**config.mk**
```make
export PLATFORM = sky130hd
export DESIGN_NAME = csa_seq_mul
export DESIGN_NICKNAME = d
export VERILOG_FILES = /design/src/rtl/csa_mul_pkg.sv /design/src/rtl/csa_mul_fa.sv /design/src/rtl/csa_mul_row.sv /design/src/rtl/csa_mul_cpa.sv /design/src/rtl/csa_mul_ctrl.sv /design/src/rtl/csa_seq_mul.sv
export SDC_FILE = /design/constraint.sdc
export NUM_CORES = 1
export LEC_CHECK = 0
export BUFFER_PORTS_ARGS = -buffer_cell sky130_fd_sc_hd__buf_2
export CAP_MARGIN = 40
export CELL_PAD_IN_SITES_DETAIL_PLACEMENT = 1
export CELL_PAD_IN_SITES_GLOBAL_PLACEMENT = 2
export CORE_ASPECT_RATIO = 0.5
export CORE_MARGIN = 5
export CORE_UTILIZATION = 39
export CTS_CLUSTER_DIAMETER = 200
export DETAILED_ROUTE_END_ITERATION = 10
export PLACE_DENSITY_LB_ADDON = 0.15
export SKIP_LAST_GASP = 1
export SLEW_MARGIN = 30
export SYNTH_ARGS = -nofsm -noshare
export SYNTH_HDL_FRONTEND = slang
export SYNTH_HIERARCHICAL = 1
export SYNTH_SLANG_ARGS = --single-unit
```
**constraint.sdc**
```tcl
create_clock -name clk -period 9.35 [get_ports clk]
set_input_delay 0.935 -clock clk [delete_from_list [all_inputs] [get_ports clk]]
set_output_delay 0.935 -clock clk [all_outputs]
set_load 0.005 [all_outputs]
```
**src/rtl/csa_mul_pkg.sv**
```systemverilog
package csa_mul_pkg;
   typedef enum logic [1:0] {
      ST_IDLE  = 2'd0,
      ST_ACCUM = 2'd1,
      ST_MERGE = 2'd2
   } mul_state_t;
endpackage

```
**src/rtl/csa_mul_fa.sv**
```systemverilog
module csa_mul_fa (
   input  logic x0,
   input  logic x1,
   input  logic x2,
   output logic sum,
   output logic cy
);
   assign sum = x0 ^ x1 ^ x2;
   assign cy  = (x0 & x1) | (x0 & x2) | (x1 & x2);
endmodule

```
**src/rtl/csa_mul_row.sv**
```systemverilog
// One carry-save row: three W-bit words in, sum and carry words out.
// Carry bit i carries weight i+1.
module csa_mul_row #(
   parameter int W = 8
) (
   input  logic [W-1:0] in_s,
   input  logic [W-1:0] in_c,
   input  logic [W-1:0] in_t,
   output logic [W-1:0] out_s,
   output logic [W-1:0] out_c
);
   for (genvar i = 0; i < W; i++) begin : g_col
      csa_mul_fa u_fa (
         .x0  (in_s[i]),
         .x1  (in_c[i]),
         .x2  (in_t[i]),
         .sum (out_s[i]),
         .cy  (out_c[i])
      );
   end
endmodule

```
**src/rtl/csa_mul_cpa.sv**
```systemverilog
// Final merge adder. RIPPLE=1 builds an explicit full-adder chain,
// RIPPLE=0 leaves the adder structure to the tools.
module csa_mul_cpa #(
   parameter int W      = 8,
   parameter bit RIPPLE = 1'b1
) (
   input  logic [W-1:0] op_a,
   input  logic [W-1:0] op_b,
   output logic [W-1:0] res
);
   if (RIPPLE) begin : g_ripple
      logic [W-1:0] chain;
      assign chain[0] = 1'b0;
      for (genvar i = 0; i < W-1; i++) begin : g_bit
         csa_mul_fa u_fa (
            .x0  (op_a[i]),
            .x1  (op_b[i]),
            .x2  (chain[i]),
            .sum (res[i]),
            .cy  (chain[i+1])
         );
      end
      assign res[W-1] = op_a[W-1] ^ op_b[W-1] ^ chain[W-1];
   end else begin : g_behav
      assign res = op_a + op_b;
   end
endmodule

```
**src/rtl/csa_mul_ctrl.sv**
```systemverilog
module csa_mul_ctrl
   import csa_mul_pkg::*;
#(
   parameter int W = 8
) (
   input  logic clk,
   input  logic rst,
   input  logic start,
   output logic load,
   output logic step,
   output logic merge
);
   localparam int CW = (W > 2) ? $clog2(W) : 1;
   localparam logic [CW-1:0] LAST = CW'(W - 1);

   mul_state_t    state_q, state_d;
   logic [CW-1:0] cnt_q, cnt_d;

   always_comb begin
      state_d = state_q;
      cnt_d   = cnt_q;
      load    = 1'b0;
      step    = 1'b0;
      merge   = 1'b0;
      unique case (state_q)
         ST_IDLE: begin
            if (start) begin
               load    = 1'b1;
               cnt_d   = '0;
               state_d = ST_ACCUM;
            end
         end
         ST_ACCUM: begin
            step = 1'b1;
            if (cnt_q == LAST) begin
               state_d = ST_MERGE;
            end else begin
               cnt_d = cnt_q + 1'b1;
            end
         end
         ST_MERGE: begin
            merge   = 1'b1;
            state_d = ST_IDLE;
         end
         default: state_d = ST_IDLE;
      endcase
   end

   always_ff @(posedge clk) begin
      if (rst) begin
         state_q <= ST_IDLE;
         cnt_q   <= '0;
      end else begin
         state_q <= state_d;
         cnt_q   <= cnt_d;
      end
   end
endmodule

```
**src/rtl/csa_seq_mul.sv**
```systemverilog
module csa_seq_mul #(
   parameter int W          = 8,
   parameter bit RIPPLE_CPA = 1'b1
) (
   input  logic           clk,
   input  logic           rst,
   input  logic           start,
   input  logic [W-1:0]   a,
   input  logic [W-1:0]   x,
   output logic           done,
   output logic [2*W-1:0] product
);
   localparam int PW = 2 * W;

   if (W < 2) begin : g_bad_width
      $error("csa_seq_mul: W must be at least 2");
   end

   logic           load, step, merge;
   logic [W-1:0]   a_q, x_q, s_q, c_q, lo_q;
   logic [W-1:0]   term, s_new, c_new, hi_sum;
   logic [PW-1:0]  prod_q;
   logic           done_q;

   csa_mul_ctrl #(.W(W)) u_ctrl (
      .clk   (clk),
      .rst   (rst),
      .start (start),
      .load  (load),
      .step  (step),
      .merge (merge)
   );

   assign term = a_q & {W{x_q[0]}};

   csa_mul_row #(.W(W)) u_row (
      .in_s  (s_q),
      .in_c  (c_q),
      .in_t  (term),
      .out_s (s_new),
      .out_c (c_new)
   );

   csa_mul_cpa #(.W(W), .RIPPLE(RIPPLE_CPA)) u_cpa (
      .op_a (s_q),
      .op_b (c_q),
      .res  (hi_sum)
   );

   always_ff @(posedge clk) begin
      if (rst) begin
         a_q    <= '0;
         x_q    <= '0;
         s_q    <= '0;
         c_q    <= '0;
         lo_q   <= '0;
         prod_q <= '0;
         done_q <= 1'b0;
      end else begin
         done_q <= merge;
         if (load) begin
            a_q  <= a;
            x_q  <= x;
            s_q  <= '0;
            c_q  <= '0;
            lo_q <= '0;
         end
         if (step) begin
            // sum bit 0 retires; carry bits already sit one place up
            lo_q <= {s_new[0], lo_q[W-1:1]};
            s_q  <= {1'b0, s_new[W-1:1]};
            c_q  <= c_new;
            x_q  <= {1'b0, x_q[W-1:1]};
         end
         if (merge) begin
            prod_q <= {hi_sum, lo_q};
         end
      end
   end

   assign done    = done_q;
   assign product = prod_q;
endmodule

```
* After elaboration in Yosys (flattened, before gate mapping) *
Cells that the tools add are included.

word-level totals
  input bits = 19
  register bits = 61
  output and inout port bits = 17

operators by class
  bitwise gates (word level) = 83
  reduce and logical (&&, ||, !) cells = 6
  eq/ne operators = 6
  muxes and demuxes = 17
  add/subtract/negate cells = 1

operators with widths
  operator               number
  $and A1 B1 Y1          34
  $mux W7                4
  $or A1 B1 Y1           26
  $mux W8                3
  $xor A1 B1 Y1          22
  $and A8 B8 Y8          1
  $mux W3                2
  $pmux W3 S2            1
  $mux W1                4
  $mux W2                2
  $ne A2 B2 Y1 const B   2
  $pmux W2 S2            1
  $reduce_bool A2 Y1     2
  $add A3 B1 Y3 const B  1
  $eq A3 B3 Y1 const B   1
  $reduce_and A3 Y1      1
  $eq A2 B1 Y1 const B   1
  $eq A2 B2 Y1 const B   1
  $logic_not A2 Y1       1
  $ne A2 B1 Y1 const B   1
  $reduce_and A2 Y1      1
  $reduce_or A2 Y1       1

* Longest topological paths before layout *
Gate-level depths: netlist (run 1).

  word-level depth = 20
  depth in mapped cells = 10

* Modules after synthesis *
The synthesis (run 1) kept the hierarchy.

by module, submodules not included
  module        area an instance (sq um)  cells each  instances
  csa_seq_mul   2215.9                    225         1
  csa_mul_fa    20.0                      1           15
  csa_mul_ctrl  256.5                     30          1
  csa_mul_cpa   27.5                      2           1

* Worst setup path after synthesis (run 1) *
OpenSTA, ideal clock, no wires.

  path type = register -> register
  start = register s_q[0]
  end = register prod_q[15], in the netlist product[15]
  library setup time = 0.128 ns
  buffers on the path = 0
  setup slack = 5.850 ns
  arrival = 3.372 ns
  stages on the path, launching flop included = 11
  clock period less this slack = 3.500 ns
  cells stage by stage = dfxtp_1 -> fa_1 -> fa_1 -> fa_1 -> fa_1 -> fa_1 -> fa_1 -> fa_1 -> xor3_1 -> mux2i_1 -> nor2_1

on the way
  word-level cells in the longest chain between the ends = 20

ends and longest elaborated chain
  what                               line               RTL
  from (decl)                        csa_seq_mul.sv:20  logic [W-1:0] a_q, x_q, s_q, c_q, lo_q;
  from (signal assigned)             csa_seq_mul.sv:71  s_q <= {1'b0, s_new[W-1:1]};
  $and A1 B1 Y1 *                    csa_mul_fa.sv:9    assign cy = (x0 & x1) | (x0 & x2) | (x1 & x2);
  named net u_cpa.g_ripple.chain[1]  csa_mul_cpa.sv:12  logic [W-1:0] chain;
  $and A1 B1 Y1                      csa_mul_fa.sv:9
  $or A1 B1 Y1                       csa_mul_fa.sv:9
  $or A1 B1 Y1 *                     csa_mul_fa.sv:9
  named net u_cpa.g_ripple.chain[2]  csa_mul_cpa.sv:12
  $and A1 B1 Y1                      csa_mul_fa.sv:9
  $or A1 B1 Y1                       csa_mul_fa.sv:9
  [1 not listed]                     --
  named net u_cpa.g_ripple.chain[3]  csa_mul_cpa.sv:12
  [3 not listed]                     --
  named net u_cpa.g_ripple.chain[4]  csa_mul_cpa.sv:12
  [3 not listed]                     --
  named net u_cpa.g_ripple.chain[5]  csa_mul_cpa.sv:12
  [2 not listed]                     --
  $or A1 B1 Y1 *                     csa_mul_fa.sv:9
  named net u_cpa.g_ripple.chain[6]  csa_mul_cpa.sv:12
  $and A1 B1 Y1                      csa_mul_fa.sv:9
  $or A1 B1 Y1                       csa_mul_fa.sv:9
  $or A1 B1 Y1 *                     csa_mul_fa.sv:9
  named net u_cpa.g_ripple.chain[7]  csa_mul_cpa.sv:12
  $xor A1 B1 Y1 *                    csa_mul_cpa.sv:23  assign res[W-1] = op_a[W-1] ^ op_b[W-1] ^ chain[W-1];
  named net hi_sum[7]                csa_seq_mul.sv:21  logic [W-1:0] term, s_new, c_new, hi_sum;
  to (signal assigned)               csa_seq_mul.sv:76  prod_q <= {hi_sum, lo_q};
  to (decl)                          csa_seq_mul.sv:22  logic [PW-1:0] prod_q;

The timed path passes the listed nets; every way through them passes the cells marked *.
A chain may end at the register's enable or synchronous reset.

* Worst setup path in the final report (run 1) *
Same ends and word-level chain as after synthesis.

==> metrics.yaml, run 1 <==
status:
  status: "completed"
logic_synthesis:
  ys_seq_area_share_pct: 43.6
  yosys_warnings: 6
  yosysUniqueCellTypes: 27
  synth_cells: 272
  synth_area_leaders: "dfxtp_1 44%, mux2i_1 12%, fa_1 11%, or3b_1 7.2%, a21oi_1 4.3%"
  synth_top_area_cell: "dfxtp_1"
  synth.top_cell.area_share_pct: 43.6
  synth_area_per_cell_um2: 10.3
  ys_ff_latch: 61
  synth_area_um2: 2800
sta:
  tns_ps: 0
  timing.slew.headroom_pct: 57.8
  hold_viol: 0
  rsz0062_at_grt: "false"
  period_needed_ps: 3640
  clock_skew_ps: 5.10
  slew_violations: 0
  fmax_mhz: 275
  setup_viol: 0
  finalCritPeriodShare_pct: 38.9
  tightest_slew_ps: 632
final_layout:
  fin_util_pct: 48.0
  finish.cell_count_without_fillers: 398
  fin_nets: 338
  drive_above_1_share_pct: 17.0
  diodes: 0
  seq_area_um2: 1220
  area_delta_synth_final_pct: 17.1
  multi_input_area_um2: 1460
  design_area_um2: 3280
  filler_cell_count: 788
worst_setup_path:
  r2r_start: "s_q[0]"
  critical_path.startpoint: "s_q[0]"
  cpMostUsedCell: "fa_1"
  slowest_stage: "fa_1"
  r2r_end: "product[15]"
  crit_fanout: 3
  r2r_cells: 10
  worstPathArrival_ps: 3820
  critical_path.top_delay_family: "adder cells"
  worst_path_largest_cell_delay_ps: 450
  required_ps: 9530
  cp-end-kind: "register"
  critPathKind: "register to register"
  path_cells: "fa_1, fa_1, fa_1, fa_1, fa_1, fa_1, fa_1, xor3_1, mux2i_1, nor2_1"
  r2r_setup_slack_ps: 5710
  critPathBufInv: 0
  cp-start-kind: "register"
drt:
  first_iter_violations: 94
  avgRoutedWirePerCell_um: 14.1
  wirelength_mm: 5.60
  routed-via-count: 1937
  ant_nets: 0
  dr.pass1.iters: 3
  drcViolationCount: 0
  routed_via_density: 4.87
clocking:
  cts_buffers: 9
  clock_sinks: 61
  cts_tree: "done"
  cts_htree_levels: 3
  cts_root_buf: "clkbuf_16"
  clk_latency_ps: 320
  clkTransAtPathRegs_ps: 50
  clockBufferDepth: 2
  ctsHoldBuffers: 0
  post-cts-setup-buffer-count: 0
  cts_resized: 0
global_routing:
  grt_pass1_wl_mm: 9.84
  track_usage_pct: 13.9
  antenna_found_initial: 0
  grt_max_degree: 62
  grt_overflow_total: 0
  grt_pass1_vias: 2029
floorplanning:
  die_w_um: 130
  core_area_um2: 6830
  die_area_um2: 9080
  die_h_um: 69.9
  rows: 21
  start_util_pct: 41.0
  io_pins: 36
pwr:
  combPwrFrac_pct: 5.6
  clkPwrFrac_pct: 49.7
  p_sw_mw: 0.130
  p_int_mw: 0.480
  ir_drop_mv: 0.104
  p_leak_nw: 1.31
  p_per_area_nw_per_um2: 186
  total_power_mw: 0.610
  pwr-share-seq_pct: 44.7
  switching_share_pct: 21.3
placement:
  io_buffer_count: 35
  dp.cells: 383
  placed_area_um2: 3000
  dp_hpwl_mm: 3.83
  gp_congestion: 0.724
hold_path:
  hold_path.class: "register to register"
  hp-start: "lo_q[1]"
  hold_end: "lo_q[0]"
  holdPathStages: 2
flow_run:
  maxCapViolations: 0
-- through the flow --
stage	worst slack [ps]	hold WS [ps]
CTS	5670	479
detailed placement	5690	465
finish	5710	469
global placement	5720	461
global route	5510	506
floorplan	5850	439
-- registers in the layout, indices dropped and copies added, names as in the netlist --
register,count
lo_q,8
product,16
done,1
a_q,8
u_ctrl/state_q,2
s_q,7
x_q,8
c_q,8
u_ctrl/cnt_q,3
-- tightest hold or removal path, cell delays in order (launching register included) --
cell,delay (ps)
dfxtp_1,310
nand2_1,60
a21oi_1,50
-- synth_stat cells --
library cell / instances
mux2i_1: 33
ha_1: 2
a31oi_1: 3
buf_2: 6
fa_1: 15
nor3b_1: 1
nor4b_1: 1
o21bai_1: 1
nor2b_1: 9
xor3_1: 1
dfxtp_1: 61
nand2_1: 27
buf_4: 3
or3b_1: 23
and2_1: 8
a21oi_1: 24
and2b_1: 1
nor3_1: 3
buf_1: 2
clkbuf_1: 4
buf_8: 1
buf_6: 3
nand3_1: 4
a211oi_1: 7
inv_1: 2
nor2_1: 25
conb_1: 2
-- per-layer routing --
layer,track usage (%),vias up,wire [um]
met1,17.8,921,2680
met5,0,-,0
met4,4.15,0,41
met3,6.78,4,334
li1,-,984,-
met2,20.6,28,2540
-- power groups by stage --
stage	Combinational [mW]	Clock (mW)	Sequential (mW)
6_report	0.0343	0.303	0.273
5_1_grt	0.0394	0.331	0.273
4_1_cts	0.0352	0.313	0.273
3_5_place_dp	0.0350	0	0.278
3_3_place_gp	0.0342	0	0.277
2_1_floorplan	0.0292	0	0.275
-- kinds of logic (layout without fill, tap and decap cells) --
family	count (synthesis)	count (layout)	share of synthesized area, %
DFF	61	61	43.6
and+or+nand+nor	102	102	20.1
AOI/OAI and AO/OA	35	35	7.10
buffers and inverters	21	54	4.69
xor gates and xnor gates	1	1	0.849
muxes	33	33	11.8
adders and majority gates	17	17	11.6
other	2	3	0.268
-- placed cells by master (no fill, tap or decap), types with 2 or more instances in the layout --
cell type  instances
inv_1              2
a31oi_1            3
a21oi_1           24
clkbuf_1           2
a211oi_1           7
nand2_1           27
clkbuf_8           3
nor3_1             3
clkbuf_16          9
ha_1               2
dfxtp_1           61
nand3_1            4
and2_1             8
or3b_1            23
nor2b_1            8
fa_1              15
buf_2             34
conb_1             3
mux2i_1           33
nor2_1            25
buf_4              3
-- area by class of cell --
cell class              instances  area share, %
clock buffers                  14           8.36
clock inverters                 1          0.153
inverters                       2          0.229
multi-input cells             191           44.6
flip-flops and latches         61           37.2
well taps                      92           3.51
repair buffers                 37           5.88
-- worst max path at each step --
stage                              to  slack (ps)  depth (start not counted)
after detailed placement  product[15]        5690                         10
after global routing      product[15]        5510                         10
final                     product[15]        5710                         10
after floorplan           product[15]        5850                         10
after global placement    product[15]        5720                         10
after CTS                 product[15]        5670                         10
(Power assumes the default switching activity.)
==> run 2, diff against run 1 <==
--- a/config.mk
+++ b/config.mk
@@ -11,7 +11,7 @@
 export CELL_PAD_IN_SITES_GLOBAL_PLACEMENT = 2
 export CORE_ASPECT_RATIO = 0.5
 export CORE_MARGIN = 5
-export CORE_UTILIZATION = 39
+export CORE_UTILIZATION = 33
 export CTS_CLUSTER_DIAMETER = 200
 export DETAILED_ROUTE_END_ITERATION = 10
 export PLACE_DENSITY_LB_ADDON = 0.15
==> constraint.sdc (replaced) <==
create_clock -name clk -period 3 [get_ports clk]
set_input_delay 0.3 -clock clk [delete_from_list [all_inputs] [get_ports clk]]
set_output_delay 0.3 -clock clk [all_outputs]
set_load 0.005 [all_outputs]
==> metrics.yaml, run 2 (same netlist as run 1, synthesis figures left out) <==
pwr:
  combPwrFrac_pct: 4.8  # -0.8 points
  clkPwrFrac_pct: 58.7  # +9.0 points
  p_per_area_nw_per_um2: 667  # +260%
  p_int_mw: 1.88  # +290%
  pwr-share-seq_pct: 36.5  # -8.2 points
  p_sw_mw: 0.446  # +240%
  p_leak_nw: 1.38  # +4.9%
  switching_share_pct: 19.2  # -2.2 points
  total_power_mw: 2.33  # +280%
  ir_drop_mv: 0.296  # +180%
worst_setup_path:
  crit_fanout: 2  # -1
  cp-start-kind: "register"
  required_ps: 3180  # -6350 ps
  critPathKind: "register to register"
  cp-end-kind: "register"
  worstPathArrival_ps: 3440  # -380 ps
final_layout:
  area_delta_synth_final_pct: 24.5
  largest_reg_flops: 16  # unchanged
  diodes: 0  # unchanged
  seq_area_um2: 1220  # +0.10%
  drive_above_1_share_pct: 21.8  # +4.8 points
  most-common-layout-cells: "60 x dfxtp_1, 34 x buf_2, 33 x mux2i_1"
  multi_input_area_um2: 1480  # +0.86%
  filler_cell_count: 908  # +15%
  finish.cell_count_without_fillers: 424  # +6.5%
  layout_commonest_cell: "dfxtp_1"
  fin_nets: 343  # +1.5%
  fin_util_pct: 42.8  # -5.2 points
global_routing:
  grt_overflow_total: 0  # unchanged
  grt_pass1_vias: 2128  # +4.9%
  grt_pass1_wl_mm: 10.1  # +2.9%
  met3_usage_pct: 5.46  # -1.3 points
  track_usage_pct: 12.3  # -1.5 points
  use_met1_pct: 14.5  # -3.3 points
  grt_use_met2_pct: 20.3  # -0.31 points
  antenna_found_initial: 0  # unchanged
  busiest_layer: "met2"
  grt_max_degree: 62  # unchanged
sta:
  period_needed_ps: 3250  # -380 ps
  setup_ws_ps: -255  # -5970 ps
  rsz0062_at_grt: "true"
  setup_viol: 2  # +2
  timing.slew.headroom_pct: 55.8  # -2.0 points
  hold_viol: 0  # unchanged
  fmax_mhz: 307  # +12%
  clock_skew_ps: 5.71  # +0.613 ps
  tns_ps: -397  # -397 ps
  finalCritPeriodShare_pct: 108  # +70 points
  hold_slack_ps: 211  # -258 ps
  slew_violations: 0  # unchanged
  tightest_slew_ps: 664  # +31.8 ps
drt:
  routed-via-count: 1998  # +3.1%
  dr.pass1.iters: 2  # -1
  first_iter_violations: 70  # -26%
  drcViolationCount: 0  # unchanged
  wirelength_mm: 6.03  # +7.6%
  ant_nets: 0  # unchanged
  routed_via_density: 4.71  # -3.2%
  avgRoutedWirePerCell_um: 14.2  # +1.0%
clocking:
  cts_resized: 0  # unchanged
  cts_tree: "done"
  cts_htree_levels: 3  # unchanged
  cts_buffers: 9  # unchanged
  clk_latency_ps: 330  # about the same
  clockBufferDepth: 2  # unchanged
  cts_root_buf: "clkbuf_16"
  ctsHoldBuffers: 0  # unchanged
  clock_sinks: 61  # unchanged
  clkTransAtPathRegs_ps: 50  # about the same
  post-cts-setup-buffer-count: 1  # +1
placement:
  dp_hpwl_mm: 3.96  # +3.5%
  io_buffer_count: 35  # unchanged
  dp.cells: 407  # +6.3%
  gp_congestion: 0.684  # -5.6%
status:
  violations: "setup timing"
  status: "finished with violations"
floorplanning:
  core_area_um2: 8140  # +19%
  die_w_um: 140  # +8.0%
  io_pins: 36  # unchanged
  die_area_um2: 10500  # +16%
  start_util_pct: 34.4  # -6.6 points
  rows: 23  # +9.5%
  die_h_um: 75.1  # +7.5%
hold_path:
  hold_path.class: "primary input to register"
flow_run:
  maxCapViolations: 0  # unchanged
## run 2: cell count changes in the layout (fill, tap and decap cells not counted), sizes merged
cell,delta
bufinv,+5
clkinv,-1
buf,+5
clkbuf,-4
clkinvlp,+1
## run 2: worst paths after layout
path	startpoint	end	slack, ps	cells past startpoint
max	c_q[0]	product[15]	-250	10
min	a[5]	a_q[5]	210	3
max reg2reg	c_q[0]	product[15]	-250	10
min reg2reg	lo_q[2]	lo_q[1]	470	2
## run 2: per-layer routing
metal	routed length, um	share of wire, %
met5	0	0
met4	96	1.6
met3	271	4.5
met2	2880	48
met1	2770	46
## run 2: power by group through the flow
stage,Clock (mW),Combinational (mW),Sequential [mW]
after floorplan,0,0.0912,0.858
after global placement,0,0.111,0.864
after detailed placement,0,0.115,0.865
after CTS,1.41,0.116,0.848
after global routing,1.44,0.127,0.851
final,1.36,0.113,0.848
## run 2: stage by stage
stage | setup slack, ps | area [um2]
4_1_cts | -285 | 3490
3_5_place_dp | -269 | 3080
5_1_grt | -346 | 3490
3_3_place_gp | -258 | 3080
6_report | -255 | 3490
2_1_floorplan | -167 | 2820
## run 2: final cells by class
type	instances	share of cell area (%)
repair buffers	42	6.96
well taps	112	4.02
clock inverters	6	4.52
inverters	2	0.215
clock buffers	10	6.86
flip-flops and latches	61	35.1
multi-input cells	191	42.4
## run 2: worst max-delay path: stages (launching register included)
cell and delay (ps):
dfxtp_2 330, fa_2 350, fa_2 350, fa_2 340, fa_2 350, fa_2 340
fa_2 340, fa_2 330, xor3_1 180, mux2i_1 140, nor2_1 50
